### src/rtl/wsb_pkg.sv
package wsb_pkg;

  typedef enum logic [1:0] {
    RD_IDLE,
    RD_ISSUE,
    RD_WAIT,
    RD_REPLY
  } rd_state_e;

  // physical slot holding the entry 'age' places behind the head
  function automatic int unsigned ring_slot(int unsigned head, int unsigned age,
                                            int unsigned depth);
    int unsigned s;
    s = head + age;
    if (s >= depth) s = s - depth;
    return s;
  endfunction

  function automatic int unsigned ring_next(int unsigned p, int unsigned depth);
    return (p + 1 == depth) ? 0 : p + 1;
  endfunction

endpackage

### src/rtl/wsb_fifo.sv
module wsb_fifo
  import wsb_pkg::*;
#(
  parameter int AW    = 16,
  parameter int DW    = 32,
  parameter int DEPTH = 4,
  parameter int CW    = $clog2(DEPTH + 1)
) (
  input  logic                         clk,
  input  logic                         rst_n,
  input  logic                         push,
  input  logic [AW-1:0]                push_addr,
  input  logic [DW-1:0]                push_data,
  input  logic                         pop,
  output logic [CW-1:0]                cnt,
  output logic                         full,
  output logic                         empty,
  output logic [AW-1:0]                head_addr,
  output logic [DW-1:0]                head_data,
  output logic [DEPTH-1:0][AW-1:0]     age_addr,
  output logic [DEPTH-1:0][DW-1:0]     age_data
);
  localparam int PW = (DEPTH > 1) ? $clog2(DEPTH) : 1;

  logic [AW-1:0] addr_q [DEPTH];
  logic [DW-1:0] data_q [DEPTH];
  logic [PW-1:0] head_q, tail_q;
  logic [CW-1:0] cnt_q;

  always_ff @(posedge clk or negedge rst_n) begin
    if (!rst_n) begin
      head_q <= '0;
      tail_q <= '0;
      cnt_q  <= '0;
    end else begin
      if (push) tail_q <= PW'(ring_next(32'(tail_q), DEPTH));
      if (pop)  head_q <= PW'(ring_next(32'(head_q), DEPTH));
      cnt_q <= cnt_q + CW'(push) - CW'(pop);
    end
  end

  always_ff @(posedge clk) begin
    if (push) begin
      addr_q[tail_q] <= push_addr;
      data_q[tail_q] <= push_data;
    end
  end

  // entries presented oldest first
  for (genvar k = 0; k < DEPTH; k++) begin : g_age
    assign age_addr[k] = addr_q[PW'(ring_slot(32'(head_q), k, DEPTH))];
    assign age_data[k] = data_q[PW'(ring_slot(32'(head_q), k, DEPTH))];
  end

  assign cnt       = cnt_q;
  assign full      = (cnt_q == CW'(DEPTH));
  assign empty     = (cnt_q == '0);
  assign head_addr = addr_q[head_q];
  assign head_data = data_q[head_q];

endmodule

### src/rtl/wsb_fwd.sv
module wsb_fwd #(
  parameter int AW    = 16,
  parameter int DW    = 32,
  parameter int DEPTH = 4,
  parameter int CW    = $clog2(DEPTH + 1)
) (
  input  logic [CW-1:0]             cnt,
  input  logic [DEPTH-1:0][AW-1:0]  age_addr,
  input  logic [DEPTH-1:0][DW-1:0]  age_data,
  input  logic [AW-1:0]             look_addr,
  input  logic                      new_valid,
  input  logic [AW-1:0]             new_addr,
  input  logic [DW-1:0]             new_data,
  output logic                      hit,
  output logic [DW-1:0]             hit_data
);
  logic [DEPTH-1:0] match;
  logic             new_match;

  for (genvar k = 0; k < DEPTH; k++) begin : g_cmp
    assign match[k] = (cnt > CW'(k)) && (age_addr[k] == look_addr);
  end

  assign new_match = new_valid && (new_addr == look_addr);

  // later (younger) matches override older ones; a same-cycle store is youngest
  always_comb begin
    hit      = (|match) || new_match;
    hit_data = '0;
    for (int k = 0; k < DEPTH; k++) begin
      if (match[k]) hit_data = age_data[k];
    end
    if (new_match) hit_data = new_data;
  end

endmodule

### src/rtl/wsb_rdctl.sv
module wsb_rdctl
  import wsb_pkg::*;
#(
  parameter int AW = 16,
  parameter int DW = 32
) (
  input  logic          clk,
  input  logic          rst_n,
  input  logic          rd_valid,
  input  logic [AW-1:0] rd_addr,
  input  logic          fwd_hit,
  input  logic [DW-1:0] fwd_data,
  input  logic          mem_ready,
  input  logic          mem_resp_valid,
  input  logic [DW-1:0] mem_resp_data,
  output logic          rd_ready,
  output logic          rd_fire,
  output logic          resp_valid,
  output logic [DW-1:0] resp_data,
  output logic          issue,
  output logic [AW-1:0] issue_addr,
  output logic          wait_mem,
  output logic          drain_ok
);
  rd_state_e     state_q;
  logic [AW-1:0] addr_q;
  logic [DW-1:0] data_q;

  assign rd_ready = (state_q == RD_IDLE);
  assign rd_fire  = rd_valid && rd_ready;

  always_ff @(posedge clk or negedge rst_n) begin
    if (!rst_n) begin
      state_q <= RD_IDLE;
      addr_q  <= '0;
      data_q  <= '0;
    end else begin
      unique case (state_q)
        RD_IDLE: if (rd_fire) begin
          addr_q <= rd_addr;
          if (fwd_hit) begin
            data_q  <= fwd_data;
            state_q <= RD_REPLY;
          end else begin
            state_q <= RD_ISSUE;
          end
        end
        RD_ISSUE: if (mem_ready) state_q <= RD_WAIT;
        RD_WAIT: if (mem_resp_valid) begin
          data_q  <= mem_resp_data;
          state_q <= RD_REPLY;
        end
        RD_REPLY: state_q <= RD_IDLE;
        default:  state_q <= RD_IDLE;
      endcase
    end
  end

  assign issue      = (state_q == RD_ISSUE);
  assign issue_addr = addr_q;
  assign wait_mem   = (state_q == RD_ISSUE) || (state_q == RD_WAIT);
  assign drain_ok   = !wait_mem;
  assign resp_valid = (state_q == RD_REPLY);
  assign resp_data  = data_q;

endmodule

### src/rtl/wt_store_buf.sv
module wt_store_buf #(
  parameter int AW    = 16,
  parameter int DW    = 32,
  parameter int DEPTH = 4
) (
  input  logic          clk,
  input  logic          rst_n,
  input  logic          wr_valid,
  input  logic [AW-1:0] wr_addr,
  input  logic [DW-1:0] wr_data,
  output logic          wr_stall,
  input  logic          rd_valid,
  input  logic [AW-1:0] rd_addr,
  output logic          rd_ready,
  output logic          rd_resp_valid,
  output logic [DW-1:0] rd_resp_data,
  output logic          mem_req_valid,
  output logic          mem_req_we,
  output logic [AW-1:0] mem_req_addr,
  output logic [DW-1:0] mem_req_wdata,
  input  logic          mem_req_ready,
  input  logic          mem_resp_valid,
  input  logic [DW-1:0] mem_resp_data
);
  localparam int CW = $clog2(DEPTH + 1);

  logic                    push, pop;
  logic [CW-1:0]           fifo_cnt;
  logic                    fifo_full, fifo_empty;
  logic [AW-1:0]           head_addr;
  logic [DW-1:0]           head_data;
  logic [DEPTH-1:0][AW-1:0] age_addr;
  logic [DEPTH-1:0][DW-1:0] age_data;
  logic                    fwd_hit;
  logic [DW-1:0]           fwd_data;
  logic                    rd_fire, rd_issue, wait_mem, drain_ok;
  logic [AW-1:0]           rd_issue_addr;
  logic                    drain_req;

  assign wr_stall = fifo_full;
  assign push     = wr_valid && !fifo_full;

  wsb_fifo #(.AW(AW), .DW(DW), .DEPTH(DEPTH), .CW(CW)) u_fifo (
    .clk       (clk),
    .rst_n     (rst_n),
    .push      (push),
    .push_addr (wr_addr),
    .push_data (wr_data),
    .pop       (pop),
    .cnt       (fifo_cnt),
    .full      (fifo_full),
    .empty     (fifo_empty),
    .head_addr (head_addr),
    .head_data (head_data),
    .age_addr  (age_addr),
    .age_data  (age_data)
  );

  wsb_fwd #(.AW(AW), .DW(DW), .DEPTH(DEPTH), .CW(CW)) u_fwd (
    .cnt       (fifo_cnt),
    .age_addr  (age_addr),
    .age_data  (age_data),
    .look_addr (rd_addr),
    .new_valid (push),
    .new_addr  (wr_addr),
    .new_data  (wr_data),
    .hit       (fwd_hit),
    .hit_data  (fwd_data)
  );

  wsb_rdctl #(.AW(AW), .DW(DW)) u_rdctl (
    .clk            (clk),
    .rst_n          (rst_n),
    .rd_valid       (rd_valid),
    .rd_addr        (rd_addr),
    .fwd_hit        (fwd_hit),
    .fwd_data       (fwd_data),
    .mem_ready      (mem_req_ready),
    .mem_resp_valid (mem_resp_valid),
    .mem_resp_data  (mem_resp_data),
    .rd_ready       (rd_ready),
    .rd_fire        (rd_fire),
    .resp_valid     (rd_resp_valid),
    .resp_data      (rd_resp_data),
    .issue          (rd_issue),
    .issue_addr     (rd_issue_addr),
    .wait_mem       (wait_mem),
    .drain_ok       (drain_ok)
  );

  // memory port: a waiting read miss wins over queued stores
  assign drain_req     = drain_ok && !fifo_empty;
  assign pop           = drain_req && mem_req_ready;
  assign mem_req_valid = rd_issue || drain_req;
  assign mem_req_we    = !rd_issue;
  assign mem_req_addr  = rd_issue ? rd_issue_addr : head_addr;
  assign mem_req_wdata = rd_issue ? '0 : head_data;

endmodule

### config.mk
export PLATFORM = sky130hd
export DESIGN_NAME = wt_store_buf
export DESIGN_NICKNAME = d
export VERILOG_FILES = /design/src/rtl/wsb_pkg.sv /design/src/rtl/wsb_fifo.sv /design/src/rtl/wsb_fwd.sv /design/src/rtl/wsb_rdctl.sv /design/src/rtl/wt_store_buf.sv
export SDC_FILE = /design/constraint.sdc
export NUM_CORES = 1
export LEC_CHECK = 0
export ABC_CLOCK_PERIOD_IN_PS = 3960
export BUFFER_PORTS_ARGS = -buffer_cell sky130_fd_sc_hd__buf_2
export CAP_MARGIN = 25
export CORE_MARGIN = 5
export CORE_UTILIZATION = 60
export CTS_CLUSTER_DIAMETER = 200
export DETAILED_ROUTE_END_ITERATION = 16
export PLACE_DENSITY = 0.85
export SKIP_CTS_REPAIR_TIMING = 1
export SLEW_MARGIN = 25
export SYNTH_ARGS = -nofsm -noshare
export SYNTH_HDL_FRONTEND = slang
export SYNTH_SLANG_ARGS = --single-unit
### constraint.sdc
create_clock -name clk -period 3.96 [get_ports clk]
set_input_delay 0.396 -clock clk [delete_from_list [all_inputs] [get_ports clk]]
set_output_delay 0.396 -clock clk [all_outputs]
set_load 0.03 [all_outputs]
Word-level counts from Yosys, hierarchy flattened
Memories as Yosys holds them, arrays and structs flattened.
Index checks and enable logic that the tools add are counted.
{"block": "word_totals", "output_inout_bits": 85, "ff_bits": 57, "mem_bits_rw": 192, "memories": 2}
{"block": "op_classes", "n_mux": 24, "n_reduce_logical": 23, "magnitude_cmp": 8, "addsub": 10, "eq_ne": 15}
{"name": "u_fifo.data_q", "depth": 4, "width": 32, "rd": 5, "rd_clocked_by_memory_dff": 0, "wr": 1, "line_no": "wsb_fifo.sv:26", "source": "logic [DW-1:0] data_q [DEPTH];"}
{"name": "u_fifo.addr_q", "depth": 4, "width": 16, "rd": 5, "rd_clocked_by_memory_dff": 0, "wr": 1, "line_no": "wsb_fifo.sv:25", "source": "logic [AW-1:0] addr_q [DEPTH];"}
{"operator": "$mux 32", "n": 9}
{"operator": "$eq 16x16->1", "n": 5}
{"operator": "$pmux 32 s2", "n": 1}
{"operator": "$mux 2", "n": 10}
{"operator": "$mux 16", "n": 1}
{"operator": "$eq 3x3->1 const B", "n": 3}
{"operator": "$ge 3x3->1 const B", "n": 3}
{"operator": "$logic_and 1x1->1", "n": 9}
{"operator": "$ne 2x2->1 const B", "n": 4}
{"operator": "$pmux 2 s4", "n": 1}
{"operator": "$sub 2x1->2 const B", "n": 4}
{"operator": "$add 2x1->3 const B", "n": 2}
{"operator": "$add 2x2->3 const B", "n": 2}
{"operator": "$gt 3x1->1 const B", "n": 2}
{"operator": "$gt 3x2->1 const B", "n": 2}
{"operator": "$eq 2x2->1 const B", "n": 2}
{"operator": "$logic_not 1->1", "n": 4}
{"operator": "$reduce_and 4->1", "n": 1}
{"operator": "$reduce_or 4->1", "n": 1}
{"operator": "$add 3x1->3", "n": 1}
{"operator": "$ge 2x3->1 const B", "n": 1}
{"operator": "$logic_not 3->1", "n": 1}
{"operator": "$logic_or 1x1->1", "n": 3}
{"operator": "$reduce_and 3->1", "n": 1}
{"operator": "other kinds (6)", "n": 7}

Logic depth before layout (Yosys ltp)
Gate-level depths: netlist of the first run.
An unclocked memory read counts as a cell.
{"block": "logic_depth", "ltp_word": 13, "mapped_depth": 14, "mapped_depth_nobuf": 10}

By module
A second synthesis of the first run with hierarchy kept.
{"block": "unflattened", "hier_cells": 1122, "hier_area_um2": 16759.8}
{"module": "wsb_fifo", "area_each_um2": 11178.2, "n_inst": 1, "cells_per_inst": 512}
{"module": "wsb_fwd", "area_each_um2": 2741.4, "n_inst": 1, "cells_per_inst": 395}
{"module": "wsb_rdctl", "area_each_um2": 2356.0, "n_inst": 1, "cells_per_inst": 157}
{"module": "wt_store_buf", "area_each_um2": 484.2, "n_inst": 1, "cells_per_inst": 58}

Least setup slack after synthesis of the first run
Ideal clock, no wire load.
{"block": "synth_timing", "kind": "flip-flop to flip-flop", "startpoint": "reg u_fifo.head_q[0]", "endpoint": "reg u_rdctl.data_q[6] (netlist: u_rdctl.resp_data[6])", "setup_time_ns": 0.125, "setup_slack_ns": 0.495, "required_ns": 3.835, "arrival_time_ns": 3.340, "n_path_buf": 5, "stages_incl_launch_ff": 11, "path_cell_list": "dfrtp_1 -> ha_1 -> buf_6 -> buf_4 -> buf_4 -> buf_2 -> clkbuf_1 -> mux4_2 -> a221o_1 -> a41o_1 -> mux2_4"}
{"block": "synth_via", "elab_chain_cells": 13, "elab_cells_between_ends": 37}
{"element": "start: declaration", "line_no": "wsb_fifo.sv:27", "source": "logic [PW-1:0] head_q, tail_q;"}
{"element": "start signal: assignment", "line_no": "wsb_fifo.sv:37", "source": "if (pop) head_q <= PW'(ring_next(32'(head_q), DEPTH));"}
{"element": "$add 2x1->3 (tied with other cells)", "line_no": "wsb_pkg.sv:14", "source": "s = head + age;"}
{"element": "$ge 3x3->1 (tied with other cells)", "line_no": "wsb_pkg.sv:15", "source": "if (s >= depth) s = s - depth;"}
{"element": "$mux 2 or $mem_v2 4x16 (tied branches)"}
{"element": "$mem_v2 4x16 or $eq 16x16->1 (tied branches)"}
{"element": "$eq 16x16->1 or $logic_and 1x1->1 (tied branches)", "line_no": "wsb_fwd.sv:21", "source": "assign match[k] = (cnt > CW'(k)) && (age_addr[k] == look_addr);"}
{"element": "$logic_and 1x1->1 or $mux 32 (tied branches)", "line_no": "wsb_fwd.sv:21, wsb_fwd.sv:31"}
{"element": "$mux 32 (3 in a row)", "line_no": "wsb_fwd.sv:31", "source": "if (match[k]) hit_data = age_data[k];"}
{"element": "$mux 32", "line_no": "wsb_fwd.sv:33", "source": "if (new_match) hit_data = new_data;"}
{"element": "$mux 32", "line_no": "wsb_rdctl.sv:41", "source": "if (fwd_hit) begin"}
{"element": "$mux 32", "line_no": "wsb_rdctl.sv:39", "source": "RD_IDLE: if (rd_fire) begin"}
{"element": "$pmux 32 s2", "line_no": "wsb_rdctl.sv:38", "source": "unique case (state_q)"}
{"element": "end signal: assignment", "line_no": "wsb_rdctl.sv:42", "source": "data_q <= fwd_data;"}
{"element": "end signal: assignment", "line_no": "wsb_rdctl.sv:50", "source": "data_q <= mem_resp_data;"}
{"element": "end: declaration", "line_no": "wsb_rdctl.sv:27", "source": "logic [DW-1:0] data_q;"}
Several ways; a longest one is shown, not always the timed one. The select of a mux whose other input is x is not followed.
A chain may end at the register's enable or synchronous reset.

Final worst setup path of the first run
{"block": "layout_timing", "startpoint": "reg u_fifo.head_q[0]", "endpoint": "reg u_rdctl.data_q[28] (netlist: u_rdctl.resp_data[28])"}
Same word-level chain as after synthesis.

==> results of run 1 <==
-- synthesized netlist by cell type, drive strengths merged, types with 2 or more instances --
| cell | instances | area share [%] |
|---|---|---|
| dfrtp | 57 | 8.7 |
| mux4 | 181 | 25 |
| or3 | 3 | 0.11 |
| buf | 44 | 1.9 |
| xnor2 | 54 | 2.9 |
| o22ai | 4 | 0.15 |
| inv | 15 | 0.34 |
| xor2 | 29 | 1.5 |
| mux2i | 24 | 1.5 |
| nand3b | 4 | 0.18 |
| o21ai | 7 | 0.21 |
| nor4 | 4 | 0.24 |
| nand3 | 6 | 0.18 |
| a21boi | 31 | 1.4 |
| a221o | 31 | 1.9 |
| nor3b | 3 | 0.14 |
| ha | 14 | 1.1 |
| and2 | 37 | 1.4 |
| a211oi | 2 | 0.12 |
| a2111oi | 2 | 0.34 |
| o21a | 2 | 0.092 |
| and4 | 2 | 0.11 |
| clkbuf | 67 | 1.5 |
| mux2 | 50 | 3.9 |
| edfxtp | 192 | 35 |
| nor3 | 6 | 0.21 |
| nor2 | 10 | 0.23 |
| nand4 | 42 | 1.6 |
| a21oi | 38 | 1.2 |
| nand2 | 58 | 1.3 |
| nand2b | 51 | 1.9 |
| a41o | 31 | 1.9 |
| or2b | 12 | 0.55 |
| a2111o | 2 | 0.14 |
-- power groups by stage --
stage / combinational [W] / sequential, W / clock (W)
floorplan: 0.00727 / 0.00405 / 0
CTS: 0.00945 / 0.00397 / 0.00249
global route: 0.0101 / 0.00405 / 0.00260
detailed placement: 0.00941 / 0.00401 / 0
finish: 0.00953 / 0.00400 / 0.00246
global placement: 0.00919 / 0.00395 / 0
-- logic make-up after synthesis --
family	Yosys count	share of synthesized area, %
and+or+nand+nor	242	8.431
adders and majority gates	15	1.190
DFF	249	43.85
xor gates and xnor gates	83	4.433
muxes	255	30.44
buffers and inverters	126	3.784
AOI/OAI and AO/OA	159	7.866
-- metal layers --
metal / wire, um / track usage [%] / vias up
li1: - / - / 4856
met1: 15950 / 36.97 / 5960
met2: 21310 / 45.73 / 909
met3: 5189 / 7.189 / 154
met4: 1597 / 9.820 / 2
met5: 7 / 0 / -
-- worst paths after layout --
path	startpoint	endpoint	cells after the start
min in group asynchronous	rst_n	u_rdctl.resp_data[24]	2
max reg2reg	u_fifo.head_q[0]	u_rdctl.resp_data[28]	11
max in group asynchronous	rst_n	u_fifo.head_q[0]	3
max	u_fifo.head_q[0]	u_rdctl.resp_data[28]	11
min	wr_data[26]	u_fifo.data_q[3][26]	1
min reg2reg	u_rdctl.resp_data[15]	u_rdctl.resp_data[15]	1
-- flip-flops by register name (all words and copies together) (netlist names) --
name                count
u_fifo.tail_q           2
u_fifo.head_q           2
u_fifo.data_q         128
u_fifo.cnt              3
u_fifo.addr_q          64
u_rdctl.resp_data      32
u_rdctl.state_q         2
u_rdctl.issue_addr     16
-- critical path: cells and delay by family (launching register included) --
kind                     cells  cell delay [ps]
buffers and inverters        2              410
AND/OR/NAND/NOR              2              530
multiplexers                 2              770
adder cells (fa/ha/maj)      1              430
flip-flops                   1              500
AO/OA/AOI/OAI                3              800
XOR/XNOR                     1              290
-- through the flow --
step                      setup slack [ps]  instances  TNS [ps]  util (%)
after CTS                           -319.2       1626     -2637     68.52
after floorplan                      495.2       1129         0         -
final                                91.39       1633         0     68.69
after detailed placement             70.69       1577         0     65.33
after global routing                -13.94       1631    -13.94     68.67
after global placement               170.6       1577         0     65.33
-- area by class of cell --
class | count | area, um^2
multi-input cells | 754 | 8628
fillers | 1749 | 8438
flip-flops and latches | 249 | 7199
repair buffers | 220 | 1329
clock buffers | 34 | 701.9
well taps | 341 | 426.7
clock inverters | 15 | 158.9
inverters | 15 | 56.30
diodes | 5 | 12.51
==> results.env, run 1 <==
INITIAL_UTILIZATION_PCT=60.85
GLOBAL_ROUTE.USAGE.TOTAL_PCT=27.99
SYNTH_WARNINGS=0
CRIT_PATH_CELL_TRACE='ha_4, buf_4, mux4_2, xnor2_1, nand2_1, nor4_4, a211oi_4, buf_12, a221o_1, a41o_1, mux2_4'
DETAILED_PLACE.AREA_UM2=17610
INTERNAL-POWER_W=0.009332
CRITICAL_PATH_END_TYPE='flip-flop'
STDCELL_AREA_UM2=18510
CLOCK_POWER_SHARE_PCT=15.4
SYNTH.FF_LATCH_COUNT=249
WORST_EP_ARRIVAL_TIME_PS=4280
SLOWEST_DELAY_PS=510
WORST-ENDPOINT-REQUIRED_PS=4370
LAYOUT_COMMON_CELLS='sky130_fd_sc_hd__edfxtp_1, sky130_fd_sc_hd__buf_2, sky130_fd_sc_hd__mux4_2'
CTS.ROOT.BUFFER_CELL='sky130_fd_sc_hd__clkbuf_16'
PATH_CLK_SLEW_PS=60
CTS_TREE='built'
REMAINING_DRC_ERRORS=0
RUN_STATUS='completed'
TRITONCTS.NUM_BUFFERS=27
FINAL_WEIGHTED_CONGESTION_OF_ROUTABILITY_DRIVEN_GLOBAL_PLACEMENT=0.8838
PEAKVDDDROP_mV=0.5947
MAXSLEWVIOLCOUNT=0
WORST_CLOCK_SKEW_PS=9.220
DETAILROUTE.VIA_COUNT=11880
SYNTH_SEQUENTIAL_AREA_RATIO_PCT=43.85
MAPPEDNETLISTAREA_UM2=16400
RELSLEWSLACK_PCT=37.91
FINALNETCOUNT=1384
CRITPATHKIND='reg2reg'
CLK_PATH_BUF_DEPTH=3
POSTSYNTHAREAPERCELL_UM2=14.53
GRT_MAX_DEGREE=103
COMB_POWER_SHARE_PCT=59.6
CTS-HTREE-LEVELS=1
TOTAL_POWER_AFTER_LAYOUT_W=0.01599
FULL_DIE_AREA_UM2=30740
DRT.ANTENNA.VIOLATING_NETS=0
FINAL_MIN_PERIOD_OVER_CLOCK_PERIOD_PCT=97.69
TRITONCTS_NUM_SINKS=249
SYNTH_ASYNC_SR_FLOP_SHARE_PCT=22.89
HOLD_VIOLATIONS=0
SYN2LAYOUT_AREA_GROWTH_PCT=12.89
PLACE_HPWL_UM=28480
FLOORPLAN.IO_PINS=187
AVG_WL_PER_CELL_UM=26.98
DRC_VIOLATION_TOTAL_AFTER_THE_FIRST_TRITONROUTE_ITERATION=1427
FLOORPLAN.DIE.HEIGHT_UM=175.3
PLACE.PORT_BUFFERS=186
TIMING.FINAL.SETUP_VIOLATIONS=0
DRT_PASS1_ITERATIONS=5
POWER.SWITCHING_W=0.006658
POSTSYNTH.TOPFLOPCELL='sky130_fd_sc_hd__edfxtp_1'
POSTSYNTHCELLCOUNT=1129
R2R_SETUP_SLACK_PS=90
FINAL_COMMON_CELL='sky130_fd_sc_hd__edfxtp_1'
PERIOD_NEEDED_PS=3869
ACTUAL_SLEW_AT_THE_WORST_MAX_SLEW_PIN_PS=929.4
DIE_WIDTH_UM=175.3
LEAKAGE_nW=6.932
MIN_PATH_TYPE='in2reg'
CORE_UM2=26950
CP-START-KIND='flip-flop'
INSERTION_DELAY_PS=530
SHARE_SEQ_OF_TOTAL_POWER_PCT=25.0
GLOBALROUTE.TOTALOVERFLOW=0
DRT-TOTAL-WL_UM=44050
POWER.SWITCHING_FRACTION_PCT=41.64
POST_DRT_VIA_CELL_RATIO=7.276
SYNTH_EDF_COUNT=192
GRT_PASS1_VIAS=12090
TIMING.CRITICAL_PATH.SLOWEST_STAGE_CELL='sky130_fd_sc_hd__mux4_2'
GRT_ANTENNA_BEFORE_REPAIR=5
MAX_FREQ_GHz=0.2585
POST_SYNTH_NUM_CELL_TYPES=58
FP-ROW-COUNT=60
HOLD_SLACK_PS=101.9
POWER-PER-CELL-AREA_nW_PER_UM2=863.7
SYNTH.NET_COUNT=1246
MAXCAPVIOLCOUNT=0
GRT_PASS1_WL_UM=67700
CP_MAX_FO=31
POST_ROUTE_CELLS_DRIVE_ABOVE_1_SHARE_PCT=38.62
Note: power is estimated with default switching activity, not from simulation.
==> run 2, diff against run 1 <==
--- a/config.mk
+++ b/config.mk
@@ -12,9 +12,11 @@
 export CORE_UTILIZATION = 60
 export CTS_CLUSTER_DIAMETER = 200
 export DETAILED_ROUTE_END_ITERATION = 16
+export MAX_ROUTING_LAYER = met4
 export PLACE_DENSITY = 0.85
 export SKIP_CTS_REPAIR_TIMING = 1
 export SLEW_MARGIN = 25
 export SYNTH_ARGS = -nofsm -noshare
 export SYNTH_HDL_FRONTEND = slang
 export SYNTH_SLANG_ARGS = --single-unit
+export TNS_END_PERCENT = 100
==> constraint.sdc (replaced) <==
create_clock -name clk -period 3.96 [get_ports clk]
set_input_delay 0.396 -clock clk [delete_from_list [all_inputs] [get_ports clk]]
set_output_delay 0.396 -clock clk [all_outputs]
set_load 0.05 [all_outputs]
==> results.env, run 2 (synthesized netlist as in run 1, its figures left out) <==
FLOORPLAN.IO_PINS=187
POWER-PER-CELL-AREA_nW_PER_UM2=915.6
HOLD_VIOLATIONS=0
DRT.ANTENNA.VIOLATING_NETS=0
DIE_WIDTH_UM=175.3
RUN_STATUS='completed'
CP_MAX_FO=31
NFILLCELLS=1729
CTS-HTREE-LEVELS=1
AVG_WL_PER_CELL_UM=27.35
CRITICAL_PATH_END_TYPE='flip-flop'
INSERTION_DELAY_PS=560
PLACE_HPWL_UM=27860
FP-ROW-COUNT=60
INITIAL_UTILIZATION_PCT=60.85
MAXCAPVIOLCOUNT=0
WORST_CLOCK_SKEW_PS=34.87
RELSLEWSLACK_PCT=40.26
FLOORPLAN.DIE.HEIGHT_UM=175.3
FINAL.SETUP.TNS_PS=0
CTS_TREE='built'
PATH_CLK_SLEW_PS=60
SYN2LAYOUT_AREA_GROWTH_PCT=13.31
LAYOUT_COMMON_CELLS='sky130_fd_sc_hd__edfxtp_1, sky130_fd_sc_hd__buf_2, sky130_fd_sc_hd__mux4_2'
PLACE.PORT_BUFFERS=186
LARGEST_REGISTER_FFS=128
DRT_PASS1_ITERATIONS=6
DRC_VIOLATION_TOTAL_AFTER_THE_FIRST_TRITONROUTE_ITERATION=1462
TIMING.FINAL.SETUP_VIOLATIONS=0
GLOBALROUTE.TOTALOVERFLOW=0
FINAL_COMMON_CELL='sky130_fd_sc_hd__edfxtp_1'
CRITICAL_PATH.MOST_COMMON_CELL='sky130_fd_sc_hd__buf_12'
CRITICAL_PATH.REG2REG.STARTPOINT='u_fifo.head_q[1]'
FINAL_MIN_PERIOD_OVER_CLOCK_PERIOD_PCT=96.52
BUFFER_AND_INVERTER_COUNT_ON_THE_WORST_PATH=2
GRT_ANTENNA_BEFORE_REPAIR=6
FULL_DIE_AREA_UM2=30740
GLOBAL_ROUTE.USAGE.TOTAL_PCT=29.51
TIMING.CRITICAL_PATH.SLOWEST_STAGE_CELL='sky130_fd_sc_hd__mux4_2'
MIN_PATH_TYPE='in2async'
CLK_PATH_BUF_DEPTH=3
DRT-TOTAL-WL_UM=44680
LARGEST-REGISTER='u_fifo.data_q'
CRIT_PATH_CELL_TRACE='ha_4, buf_12, mux4_2, xnor2_1, nand4_1, nor4_4, a211oi_4, buf_12, a221o_1, a41o_1, mux2_2'
FF2FF_PATH_DEPTH=11
PERIOD_NEEDED_PS=3822
WORST_EP_ARRIVAL_TIME_PS=4260
GRT_PASS1_WL_UM=69100
TIMING.CRITICAL_PATH.MAX_DELAY_FAMILY='multiplexers'
TRITONCTS.NUM_BUFFERS=28
WORST-PATH-STAGES=11
CRITPATHKIND='reg2reg'
TRITONCTS_NUM_SINKS=249
PEAKVDDDROP_mV=0.6491
CTS.ROOT.BUFFER_CELL='sky130_fd_sc_hd__clkbuf_16'
GRT_SETUP_UNREPAIRED='no'
REMAINING_DRC_ERRORS=0
WORST-ENDPOINT-REQUIRED_PS=4400
POST_DRT_VIA_CELL_RATIO=7.289
POST_ROUTE_CELLS_DRIVE_ABOVE_1_SHARE_PCT=38.69
MAX_FREQ_GHz=0.2616
FINALNETCOUNT=1383
CRITICAL_PATH.REG2REG.ENDPOINT='u_rdctl.resp_data[31]'
GRT_PASS1_VIAS=12040
MAXSLEWVIOLCOUNT=0
ACTUAL_SLEW_AT_THE_WORST_MAX_SLEW_PIN_PS=896.0
TOTAL_POWER_AFTER_LAYOUT_W=0.01701
CP-START-KIND='flip-flop'
GRT_MAX_DEGREE=103
SLOWEST_DELAY_PS=520
FINAL_WEIGHTED_CONGESTION_OF_ROUTABILITY_DRIVEN_GLOBAL_PLACEMENT=0.8868
CORE_UM2=26950
LEAKAGE_nW=6.963
R2R_SETUP_SLACK_PS=140
DETAILROUTE.VIA_COUNT=11910
-- run 2: changes by cell type in the layout (fill, tap and decap cells not counted), moves of 2 or more --
cell                         change
sky130_fd_sc_hd__buf_12          +3
sky130_fd_sc_hd__buf_4           -3
sky130_fd_sc_hd__clkinv_4        +2
sky130_fd_sc_hd__clkinvlp_4      -2
-- run 2: metal layers --
layer,global-route usage [%],wire length (um),up-vias
met5,-,0,-
met1,38.77,16110,6008
met4,11.33,1489,0
met2,45.95,22130,907
met3,6.242,4956,141
li1,-,-,4855
-- run 2: worst max path at each step --
| stage | slack, ps | start | end |
|---|---|---|---|
| after CTS | 110 | u_fifo.head_q[1] | u_rdctl.resp_data[31] |
| after detailed placement | 170 | u_fifo.head_q[0] | u_rdctl.resp_data[0] |
| after global placement | 260 | u_fifo.head_q[0] | u_rdctl.resp_data[15] |
| final | 140 | u_fifo.head_q[1] | u_rdctl.resp_data[31] |
| after global routing | 40 | u_fifo.head_q[1] | u_rdctl.resp_data[13] |
| after floorplan | 430 | u_fifo.cnt[0] | u_rdctl.resp_data[15] |
-- run 2: worst register-to-register path: cells and delay by family (launching register included) --
family                   cells  cell delay [ps]
multiplexers                 2              790
AO/OA/AOI/OAI                3              770
AND/OR/NAND/NOR              2              610
flip-flops                   1              500
adder cells (fa/ha/maj)      1              410
buffers and inverters        2              370
XOR/XNOR                     1              260
-- run 2: power breakdown --
part	switching, W	internal (W)	leakage (nW)	total [W]
Sequential	0.000486	0.00352	2.47	0.00400
Combinational	0.00600	0.00442	4.04	0.0104
Clock	0.00107	0.00152	0.444	0.00259
-- run 2: metrics by stage --
step | hold WS [ps] | cell area (um^2) | util [%] | instances | worst slack [ps]
floorplan | 100.4 | 16400 | - | 1129 | 427.0
global placement | 470.3 | 17640 | 65.47 | 1577 | 262.5
detailed placement | 491.7 | 17640 | 65.47 | 1577 | 172.1
CTS | 59.28 | 18550 | 68.84 | 1628 | 113.6
finish | 29.91 | 18580 | 68.95 | 1634 | 137.7
global route | 67.48 | 18580 | 68.95 | 1634 | 41.22
-- run 2: area by class of cell --
class	instances	area, um^2	area share [%]
diodes	6	15.01	0.08080
clock inverters	14	165.2	0.8888
well taps	341	426.7	2.296
inverters	15	56.30	0.3030
flip-flops and latches	249	7199	38.74
repair buffers	218	1341	7.218
clock buffers	37	744.5	4.006
multi-input cells	754	8633	46.46
